`config.mk`:
```
export PLATFORM = sky130hd
export DESIGN_NAME = nand_fifo_engine
export DESIGN_NICKNAME = d
export VERILOG_FILES = /design/src/rtl/nand_fifo_engine.sv
export SDC_FILE = /design/constraint.sdc
export NUM_CORES = 1
export LEC_CHECK = 0
export BUFFER_PORTS_ARGS = -buffer_cell sky130_fd_sc_hd__buf_4
export CAP_MARGIN = 20
export CORE_MARGIN = 2
export CORE_UTILIZATION = 54
export CTS_BUF_LIST = sky130_fd_sc_hd__clkbuf_2 sky130_fd_sc_hd__clkbuf_4 sky130_fd_sc_hd__clkbuf_8
export CTS_CLUSTER_SIZE = 10
export DETAILED_ROUTE_END_ITERATION = 10
export PLACE_DENSITY_LB_ADDON = 0.3
export SLEW_MARGIN = 20
export SYNTH_ARGS = -nofsm -noshare
export SYNTH_HDL_FRONTEND = slang
export SYNTH_SLANG_ARGS = --single-unit
```
`constraint.sdc`:
```
create_clock -name clk -period 6.61 [get_ports clk]
set_clock_uncertainty 0.1 [all_clocks]
set_input_delay 0.3305 -clock clk [delete_from_list [all_inputs] [get_ports clk]]
set_output_delay 0.3305 -clock clk [all_outputs]
set_load 0.05 [all_outputs]
```
`src/rtl/nand_fifo_engine.sv`:
```
module nand_fifo_engine #(
  parameter int DEPTH_LOG2 = 6,
  parameter int N_DEV      = 4,
  parameter int CNT_W      = 16
) (
  input  logic             clk,
  input  logic             rst_n,
  input  logic             reg_we,
  input  logic [1:0]       reg_addr,
  input  logic [31:0]      reg_wdata,
  output logic [31:0]      reg_rdata,
  input  logic             host_push,
  input  logic [7:0]       host_wdata,
  input  logic             host_pop,
  output logic [7:0]       host_rdata,
  output logic             fifo_empty,
  output logic             fifo_full,
  input  logic [7:0]       nf_din,
  output logic [7:0]       nf_dout,
  output logic             nf_dout_en,
  output logic             nf_re_n,
  output logic             nf_we_n,
  input  logic             nf_rb,
  output logic [N_DEV-1:0] nf_ce_n,
  output logic [N_DEV-1:0] nf_wp_n,
  output logic             irq
);
  localparam int DEPTH  = 1 << DEPTH_LOG2;
  localparam int SEL_W  = (N_DEV > 1) ? $clog2(N_DEV) : 1;
  localparam int WP_LO  = N_DEV;
  localparam int PW_B   = 2 * N_DEV;
  localparam int PF_B   = 2 * N_DEV + 1;
  localparam int SEL_LO = 2 * N_DEV + 2;
  localparam int WID_LO = SEL_LO + SEL_W;
  localparam int CTRL_W = WID_LO + 4;
  localparam logic [DEPTH_LOG2:0] FULL_LVL = DEPTH_LOG2'(0) | (DEPTH_LOG2+1)'(DEPTH);

  logic [N_DEV-1:0] ce_q, wp_q;
  logic             pw_q, pf_q;
  logic [SEL_W-1:0] sel_q;
  logic [3:0]       wid_q;
  logic [CNT_W-1:0] cnt_q;
  logic [3:0]       mask_q;
  logic [4:0]       stat_q;
  logic             rb_q;

  logic [7:0]            mem [DEPTH];
  logic [DEPTH_LOG2-1:0] wr_ptr, rd_ptr;
  logic [DEPTH_LOG2:0]   lvl, lvl_nxt;

  logic       busy, dir_rd;
  logic [3:0] timer;

  logic wr_ctrl, wr_cnt, wr_mask, wr_stat;
  assign wr_ctrl = reg_we && reg_addr == 2'd0;
  assign wr_cnt  = reg_we && reg_addr == 2'd1;
  assign wr_mask = reg_we && reg_addr == 2'd2;
  assign wr_stat = reg_we && reg_addr == 2'd3;

  logic unused_hi;
  assign unused_hi = ^reg_wdata[31:CTRL_W];

  logic mode_pw, mode_pf, ce_off;
  logic [3:0] wdt;
  assign mode_pw = pw_q & ~pf_q;
  assign mode_pf = pf_q & ~pw_q;
  assign ce_off  = ce_q[sel_q];
  assign wdt     = (wid_q == 4'd0) ? 4'd1 : wid_q;

  assign fifo_empty = (lvl == '0);
  assign fifo_full  = (lvl == FULL_LVL);

  logic done, eng_push, eng_pop, host_push_ok, host_pop_ok, do_push, do_pop, start, dec;
  assign done     = busy & ~ce_off & (timer == 4'd0);
  assign eng_push = done & dir_rd & ~fifo_full;
  assign eng_pop  = done & ~dir_rd & ~fifo_empty;
  assign host_push_ok = host_push & mode_pw & ~fifo_full & ~eng_push;
  assign host_pop_ok  = host_pop & mode_pf & ~fifo_empty & ~eng_pop;
  assign do_push  = eng_push | host_push_ok;
  assign do_pop   = eng_pop | host_pop_ok;
  assign dec      = eng_push | eng_pop;
  assign start    = ~busy & (cnt_q != '0) & ~ce_off &
                    (mode_pw ? ~fifo_empty : (mode_pf & ~fifo_full & nf_rb));

  assign lvl_nxt = lvl + (DEPTH_LOG2+1)'(do_push) - (DEPTH_LOG2+1)'(do_pop);

  // FIFO storage
  always_ff @(posedge clk) begin
    if (do_push) mem[wr_ptr] <= eng_push ? nf_din : host_wdata;
  end

  always_ff @(posedge clk or negedge rst_n) begin
    if (!rst_n) begin
      wr_ptr <= '0;
      rd_ptr <= '0;
      lvl    <= '0;
    end else begin
      if (do_push) wr_ptr <= wr_ptr + 1'b1;
      if (do_pop)  rd_ptr <= rd_ptr + 1'b1;
      lvl <= lvl_nxt;
    end
  end

  assign host_rdata = mem[rd_ptr];
  assign nf_dout    = mem[rd_ptr];

  // Strobe sequencer
  always_ff @(posedge clk or negedge rst_n) begin
    if (!rst_n) begin
      busy   <= 1'b0;
      dir_rd <= 1'b0;
      timer  <= '0;
    end else if (!busy) begin
      if (start) begin
        busy   <= 1'b1;
        dir_rd <= mode_pf;
        timer  <= wdt - 4'd1;
      end
    end else if (ce_off || timer == 4'd0) begin
      busy <= 1'b0;
    end else begin
      timer <= timer - 4'd1;
    end
  end

  assign nf_re_n    = ~(busy & dir_rd & ~ce_off);
  assign nf_we_n    = ~(busy & ~dir_rd & ~ce_off);
  assign nf_dout_en = ~nf_we_n;

  // Control registers
  always_ff @(posedge clk or negedge rst_n) begin
    if (!rst_n) begin
      ce_q   <= '1;
      wp_q   <= '0;
      pw_q   <= 1'b0;
      pf_q   <= 1'b0;
      sel_q  <= '0;
      wid_q  <= 4'd1;
      mask_q <= '0;
    end else begin
      if (wr_ctrl) begin
        ce_q  <= reg_wdata[N_DEV-1:0];
        wp_q  <= reg_wdata[WP_LO +: N_DEV];
        pw_q  <= reg_wdata[PW_B];
        pf_q  <= reg_wdata[PF_B];
        sel_q <= reg_wdata[SEL_LO +: SEL_W];
        wid_q <= reg_wdata[WID_LO +: 4];
      end
      if (wr_mask) mask_q <= reg_wdata[3:0];
    end
  end

  assign nf_ce_n = ce_q;
  assign nf_wp_n = wp_q;

  // Transfer counter
  always_ff @(posedge clk or negedge rst_n) begin
    if (!rst_n)                    cnt_q <= '0;
    else if (wr_cnt)               cnt_q <= reg_wdata[CNT_W-1:0];
    else if (dec && cnt_q != '0)   cnt_q <= cnt_q - 1'b1;
  end

  // Events
  logic [4:0] ev_set, ev_clr;
  assign ev_set[0] = nf_rb & ~rb_q;
  assign ev_set[1] = dec & ~wr_cnt & (cnt_q == CNT_W'(1));
  assign ev_set[2] = (lvl_nxt == FULL_LVL) & ~fifo_full;
  assign ev_set[3] = (lvl_nxt == '0) & ~fifo_empty;
  assign ev_set[4] = pw_q & pf_q;
  assign ev_clr    = wr_stat ? reg_wdata[4:0] : 5'd0;

  always_ff @(posedge clk or negedge rst_n) begin
    if (!rst_n) begin
      stat_q <= '0;
      rb_q   <= 1'b1;
    end else begin
      stat_q <= (stat_q & ~ev_clr) | ev_set;
      rb_q   <= nf_rb;
    end
  end

  assign irq = |(stat_q[3:0] & mask_q);

  logic [CTRL_W-1:0] ctrl_vec;
  assign ctrl_vec = {wid_q, sel_q, pf_q, pw_q, wp_q, ce_q};

  always_comb begin
    case (reg_addr)
      2'd0:    reg_rdata = 32'(ctrl_vec);
      2'd1:    reg_rdata = 32'(cnt_q);
      2'd2:    reg_rdata = {28'd0, mask_q};
      default: reg_rdata = {27'd0, stat_q};
    endcase
  end

  // Checks
  logic [4:0] low_len;
  always_ff @(posedge clk or negedge rst_n) begin
    if (!rst_n) low_len <= '0;
    else        low_len <= (!nf_re_n || !nf_we_n) ? low_len + 5'd1 : 5'd0;
  end

  assert_fifo_bound_R7: assert property (@(posedge clk) disable iff (!rst_n)
    lvl <= FULL_LVL);

  assert_read_waits_ready_R5: assert property (@(posedge clk) disable iff (!rst_n)
    $fell(nf_re_n) |-> $past(nf_rb));

  assert_conflict_no_start_R8: assert property (@(posedge clk) disable iff (!rst_n)
    ($fell(nf_re_n) || $fell(nf_we_n)) |-> !$past(pw_q && pf_q));

  assert_strobe_len_R6: assert property (@(posedge clk) disable iff (!rst_n)
    low_len <= 5'd15);

  assert_count_step_R4: assert property (@(posedge clk) disable iff (!rst_n)
    (cnt_q != $past(cnt_q)) && !$past(wr_cnt) |-> cnt_q == $past(cnt_q) - CNT_W'(1));

endmodule

```
======== Yosys cells after proc, flatten, opt, wreduce, memory -nomap -nowiden ========
Memory sizes are Yosys's and may differ from the RTL's.
Index checks and enable logic that the tools add are counted.
word-level totals
  register bits ........................... 67
  memory bits (writable) .................. 512
  bits of input ports ..................... 56
  output and inout port bits .............. 62
  logic and storage cells ................. 115
  memories ................................ 1
memory list
  name  words  width  read ports  clocked after memory_dff  write ports  line  text
  mem   64     8      1           0                         1            47    logic [7:0] mem [DEPTH];
cells by class
  $add $sub $neg .......................... 7
  magnitude comparators ................... 1
  eq/ne operators ......................... 7
  muxes and demuxes ....................... 17
  bitwise logic cells ..................... 49
  reduce and logical (&&, ||, !) cells .... 17
operators with widths
  kind                   count
  $pmux 16 s3            1
  $mux 16                2
  $and 1x1->1            29
  $eq 16x1->1 const B    1
  $mux 4                 4
  $reduce_bool 16->1     1
  $sub 16x1->16 const B  1
  $eq 7x7->1 const B     2
  $logic_not 7->1        2
  $not 1->1              13
  $add 6x1->6 const B    2
  $logic_not 4->1        2
  $mux 8                 1
  $sub 4x1->4 const B    2
  $add 7x1->7            1
  $mux 1                 7
  $sub 7x1->7            1
  $and 5x5->5            1
  $logic_and 1x1->1      5
  $mux 5                 1
  $not 5->5              1
  $or 5x5->5             1
  $and 4x4->4            1
  $eq 2x2->1 const B     2
  10 further kinds       14

======== Longest topological paths before layout ========
  depth after elaboration ................. 15
  depth in mapped cells ................... 16
  gate-level depth less buffers ........... 16

======== Worst setup path before layout ========
No wires, ideal clock.
  kind .................................... reg-to-reg
  from .................................... reg lvl[5]
  to ...................................... reg stat_q[2]
  library setup time ...................... 0.068 ns
  arrival ................................. 4.064 ns
  data required time ...................... 6.442 ns
  slack ................................... 2.379 ns
  stages on the path, launching flop included .. 17
  buffers on the path ..................... 0
  clock period less this slack ............ 4.231 ns
  path through ............................ dfrtp_1 > inv_1 > ha_1 > and4bb_2 > nor2b_1 > nor2_1 > ha_1 > inv_1 > ha_1 > inv_1 > fa_1 > nand2b_1 > a21oi_1 > o21a_1 > nor2_1 > nor4b_1 > a32o_1
on the way
  elaborated cells between the ends (all ways) .. 19
  classes of those cells .................. add/sub (2); eq/ne (2); bitwise (14); reduce/logical (1)
RTL lines
  element                   line    text
  start: declaration        49      logic [DEPTH_LOG2:0] lvl, lvl_nxt;
  start signal: assignment  100     lvl <= lvl_nxt;
  $logic_not 7->1 (*)       70      assign fifo_empty = (lvl == '0);
  named net fifo_empty      16      output logic fifo_empty,
  $not 1->1 (*)             76, 78
  $and 1x1->1               76      assign eng_pop = done & ~dir_rd & ~fifo_empty;
  $not 1->1                 78      assign host_pop_ok = host_pop & mode_pf & ~fifo_empty & ~eng_pop;
  $and 1x1->1               78
  $or 1x1->1 (*)            80      assign do_pop = eng_pop | host_pop_ok;
  named net do_pop          73      logic done, eng_push, eng_pop, host_push_ok, host_pop_ok, do_push, do_pop, start, dec;
  $sub 7x1->7 (*)           85      assign lvl_nxt = lvl + (DEPTH_LOG2+1)'(do_push) - (DEPTH_LOG2+1)'(do_pop);
  named net lvl_nxt[4]      49
  $eq 7x7->1 (*)            167     assign ev_set[2] = (lvl_nxt == FULL_LVL) & ~fifo_full;
  $and 1x1->1 (*)           167
  $or 5x5->5 (*)            177     stat_q <= (stat_q & ~ev_clr) | ev_set;
  end signal: assignment    177
  end: declaration          44      logic [4:0] stat_q;
The timed path passes the listed nets; every way through them passes the cells marked *.
A chain may end at the register's enable or synchronous reset.

======== Worst setup path after layout ========
  from .................................... reg rd_ptr[1]
  to ...................................... out nf_dout[3]
on the way
  word-level cells in the longest chain between the ends .. 1
RTL lines
  element                   line  text
  start: declaration        48    logic [DEPTH_LOG2-1:0] wr_ptr, rd_ptr;
  start signal: assignment  99    if (do_pop) rd_ptr <= rd_ptr + 1'b1;
  $mem_v2 64x8              -
  end: declaration          19    output logic [7:0] nf_dout,
Every way passes these cells.

==> results.txt <==
----------------------------------------------------
[Detailed routing]
  Average routed wire per standard cell ... 24.17 um
  Starting DRC count in detailed routing ... 1102
  Vias post-DR ... 12748
  Via density per instance ... 5.965
  Number of iterations in the first detailed-routing pass ... 5
  Antenna Nets Post-Route ... 0
  Total wire length ... 51660 um
  Post-detailed-route DRC marker count ... 0

[Layout]
  Area occupied by multi-input gates ... 6475 um2
  Share of post-route cells with drive strength above 1 ... 0.2809
  Relative area change from synthesis to final layout ... 13.08%
  Storage element area ... 17070 um2
  Fin nets ... 1544
  Final antenna diode count ... 0
  Layout fillers ... 3121
  Post-layout utilization of the core ... 0.6155

[Yosys]
  Synthesized area divided by synthesized cell count ... 18.13 um2
  Number of register bits inferred by synthesis ... 579
  Mapped Cells ... 1322
  Number of warnings reported in the yosys synthesis log ... 0
  Sequential cell area fraction in the yosys report ... 0.7118
  Number of distinct standard cells referenced by the synthesized netlist ... 66
  Post-synth EDFFs ... 512
  Flip-flop cell with the highest count after synthesis ... edfxtp_1
  Share of synthesized registers carrying an async set or reset ... 0.1157
  Post-synth design cell area ... 23970 um2

[Global routing]
  Total global routing overflow ... 0
  Global-route total usage across every layer ... 0.2279
  First-pass GRT wire length ... 78580 um
  Antenna violations before repair ... 0
  Vias in the first global route ... 12974
  Maximum number of pins on one net before global-route repair ... 68

[STA]
  Worst slew margin ... 0.2548
  Minimum clock period ... 4475 ps
  Highest attainable clock frequency ... 0.2235 GHz
  Final hold vios ... 0
  Setup repair after global routing missed its margin ... false
  Worst hold margin ... 129.6 ps
  Setup Viol. Count Final ... 0
  Count of final max-slew check failures ... 0
  Slew at the pin with the worst max-slew slack ... 1114 ps
  Final period utilization ... 0.6770
  Min setup slack post-route ... 2135 ps
  Summed negative setup slack over all endpoints ... 0 ps

[Setup path]
  Sort of element at the start of the critical path ... flip-flop
  Largest incremental delay on the critical path ... 1040 ps
  CP cell instances ... buf_4 -> mux4_2 -> mux4_2 -> a21oi_1 -> o21ai_0 -> buf_4
  Class of the most critical setup path ... flip-flop to output pin
  Slack of the worst reg-to-reg path ... 2190 ps
  Crit path buffers/inverters ... 2
  CP endpoint kind ... output pin
  Top cell family by delay on the critical path ... flip-flops
  Maximum fanout along the worst path ... 61
  Arrival time worst endpoint ... 4040 ps
  Critical path's slowest cell ... dfrtp_4
  Worst Path Required ... 6180 ps

[Job]
  Max-cap violations ... 0

[Power]
  Cell area power density ... 398.9 nW/um2
  Leak ... 9.136 nW
  Highest ir drop seen on vdd ... 413.9 uV

[Place]
  Weighted congestion at the end of routability-driven global placement ... 0.8379
  Final HPWL DP ... 31340 um
  Worst-case setup slack after placement ... 2231 ps
  IO buf count ... 85

[Floorplanning]
  Initial core utilization ... 0.5443
  Y dimension of the die ... 214.7 um
  Width of the die ... 214.7 um
  Core Region ... 44030 um2
  Area of the die ... 46080 um2
  Standard-cell rows ... 77
  I/O Pins ... 118

[Clocking]
  Maximum number of buffers from clock root to sink ... 3
  Source-to-sink clock delay at the later pin of the worst-skew pair ... 650 ps
  Clock sink total ... 579
  TritonCTS clock tree ... built
  Clock Root Buffer ... clkbuf_8
  Number of clock buffers inserted by TritonCTS ... 91
  CTS clk-pin slew, worst paths ... 60 ps
  CTS H-Tree Depth ... 3
  Count of buffers added by post-CTS timing repair for setup ... 0

[Min path]
  Worst min path class ... input pin to flip-flop

[Outcome]
  Status ... complete, no violations

----------------------------------------------------
[worst register-to-register path, cell delays in order, from the launching register on]
cell      delay, ps
dfrtp_1         440
mux4_2          650
nor3_1          230
a22oi_1         130
nor2_1          470
ha_1            340
inv_1            60
ha_1            150
inv_1            60
fa_1            410
nand2b_1        160
a21oi_1         260
o21a_1          180
nor2_1           60
nor4b_1         450
a32o_1          230
[stage by stage]
step	instance area (um2)	power [W]	instances
2_1_floorplan	24020	0.007083	1337
3_3_place_gp	25210	0.007992	1953
3_5_place_dp	25210	0.008063	1953
4_1_cts	27090	0.01087	2136
5_1_grt	27100	0.01126	2137
6_report	27100	0.01081	2137
[Yosys cell counts (14+ instances only)]
cell type | instances | area share
o21ai_0 | 14 | 0.0029
dfrtp_1 | 61 | 0.064
xnor2_1 | 22 | 0.0080
clkbuf_1 | 37 | 0.0058
mux2_2 | 33 | 0.016
a22oi_1 | 19 | 0.0060
edfxtp_1 | 512 | 0.64
nor3_1 | 18 | 0.0038
mux4_2 | 129 | 0.12
nand3_1 | 23 | 0.0048
nor2_1 | 96 | 0.015
inv_1 | 20 | 0.0031
nand2_1 | 46 | 0.0072
a21oi_1 | 32 | 0.0067
buf_4 | 24 | 0.0075
mux2i_1 | 67 | 0.028
buf_2 | 15 | 0.0031
ha_1 | 14 | 0.0073
[flip-flops by register name, indices dropped and copies added (netlist names), 5 cells and up]
register	flops
mem	512
stat_q	5
rd_ptr	6
wr_ptr	6
lvl	7
cnt_q	16
[what timing repair did]
item / in CTS / in global routing
resized for setup: 0 / 0
hold endpoints to repair: 103 / 0
hold buffers: 18 / 0
[logic make-up (layout without fill, tap and decap cells)]
logic type / Yosys count / in the layout / synth area share
muxes: 229 / 229 / 0.1647
other: 1 / 16 / 0.0001565
DFF: 579 / 579 / 0.7118
buffers and inverters: 109 / 317 / 0.02161
adders and majority gates: 15 / 15 / 0.008144
and+or+nand+nor: 253 / 253 / 0.05148
xor gates and xnor gates: 29 / 29 / 0.01060
AOI/OAI and AO/OA: 107 / 107 / 0.03153
[power by group]
part	internal (W)	switching (W)
registers	0.00414	0.000362
clock network	0.00147	0.00135
logic	0.00145	0.00203
[cell usage in the layout, fill, tap and decap left out, types with 10 or more instances in the layout]
master and count:
a21oi_1 32, a22oi_1 19, buf_4 112, clkbuf_4 30
clkbuf_8 93, clkinv_1 34, conb_1 16, dfrtp_1 57
dlygate4sd3_1 18, edfxtp_1 512, ha_1 14, inv_1 20
mux2_2 30, mux2i_1 67, mux4_2 129, nand2_1 46
nand3_1 23, nor2_1 96, nor2b_1 11, nor3_1 18
nor4_1 10, o21ai_0 14, xnor2_1 22
[metal layers]
| metal | wire [um] | part of all wire | global-route usage |
|---|---|---|---|
| met1 | 21400 | 0.41 | 0.3167 |
| met2 | 25330 | 0.49 | 0.3620 |
| met3 | 3352 | 0.065 | 0.04184 |
| met4 | 1572 | 0.030 | 0.09097 |
| met5 | 0 | 0 | 0 |
[cell type report]
cell class                 instances  area share
tap                              592     0.02733
sequential                       579      0.6298
inverter                          20    0.002770
clock buffer                     122     0.05526
multi-input combinational        649      0.2389
timing repair buffer             132     0.03869
clock inverter                    43    0.007202
[final timing paths]
path / from / to / depth (start not counted)
worst min-delay path: reg_we / mask_q[3]$_DFFE_PN0P_ / 3
worst max-delay path: rd_ptr[1]$_DFFE_PN0P_ / nf_dout[3] / 6
worst min register to register: wr_ptr[2]$_DFFE_PN0P_ / wr_ptr[2]$_DFFE_PN0P_ / 1
min in group asynchronous: rst_n / nf_wp_n[0]$_DFFE_PN0P_ / 2
worst max register to register: sel_q[0]$_DFFE_PN0P_ / stat_q[2]$_DFF_PN0_ / 15
max in group asynchronous: rst_n / rd_ptr[1]$_DFFE_PN0P_ / 2
Note: power is estimated with default switching activity, not from simulation.
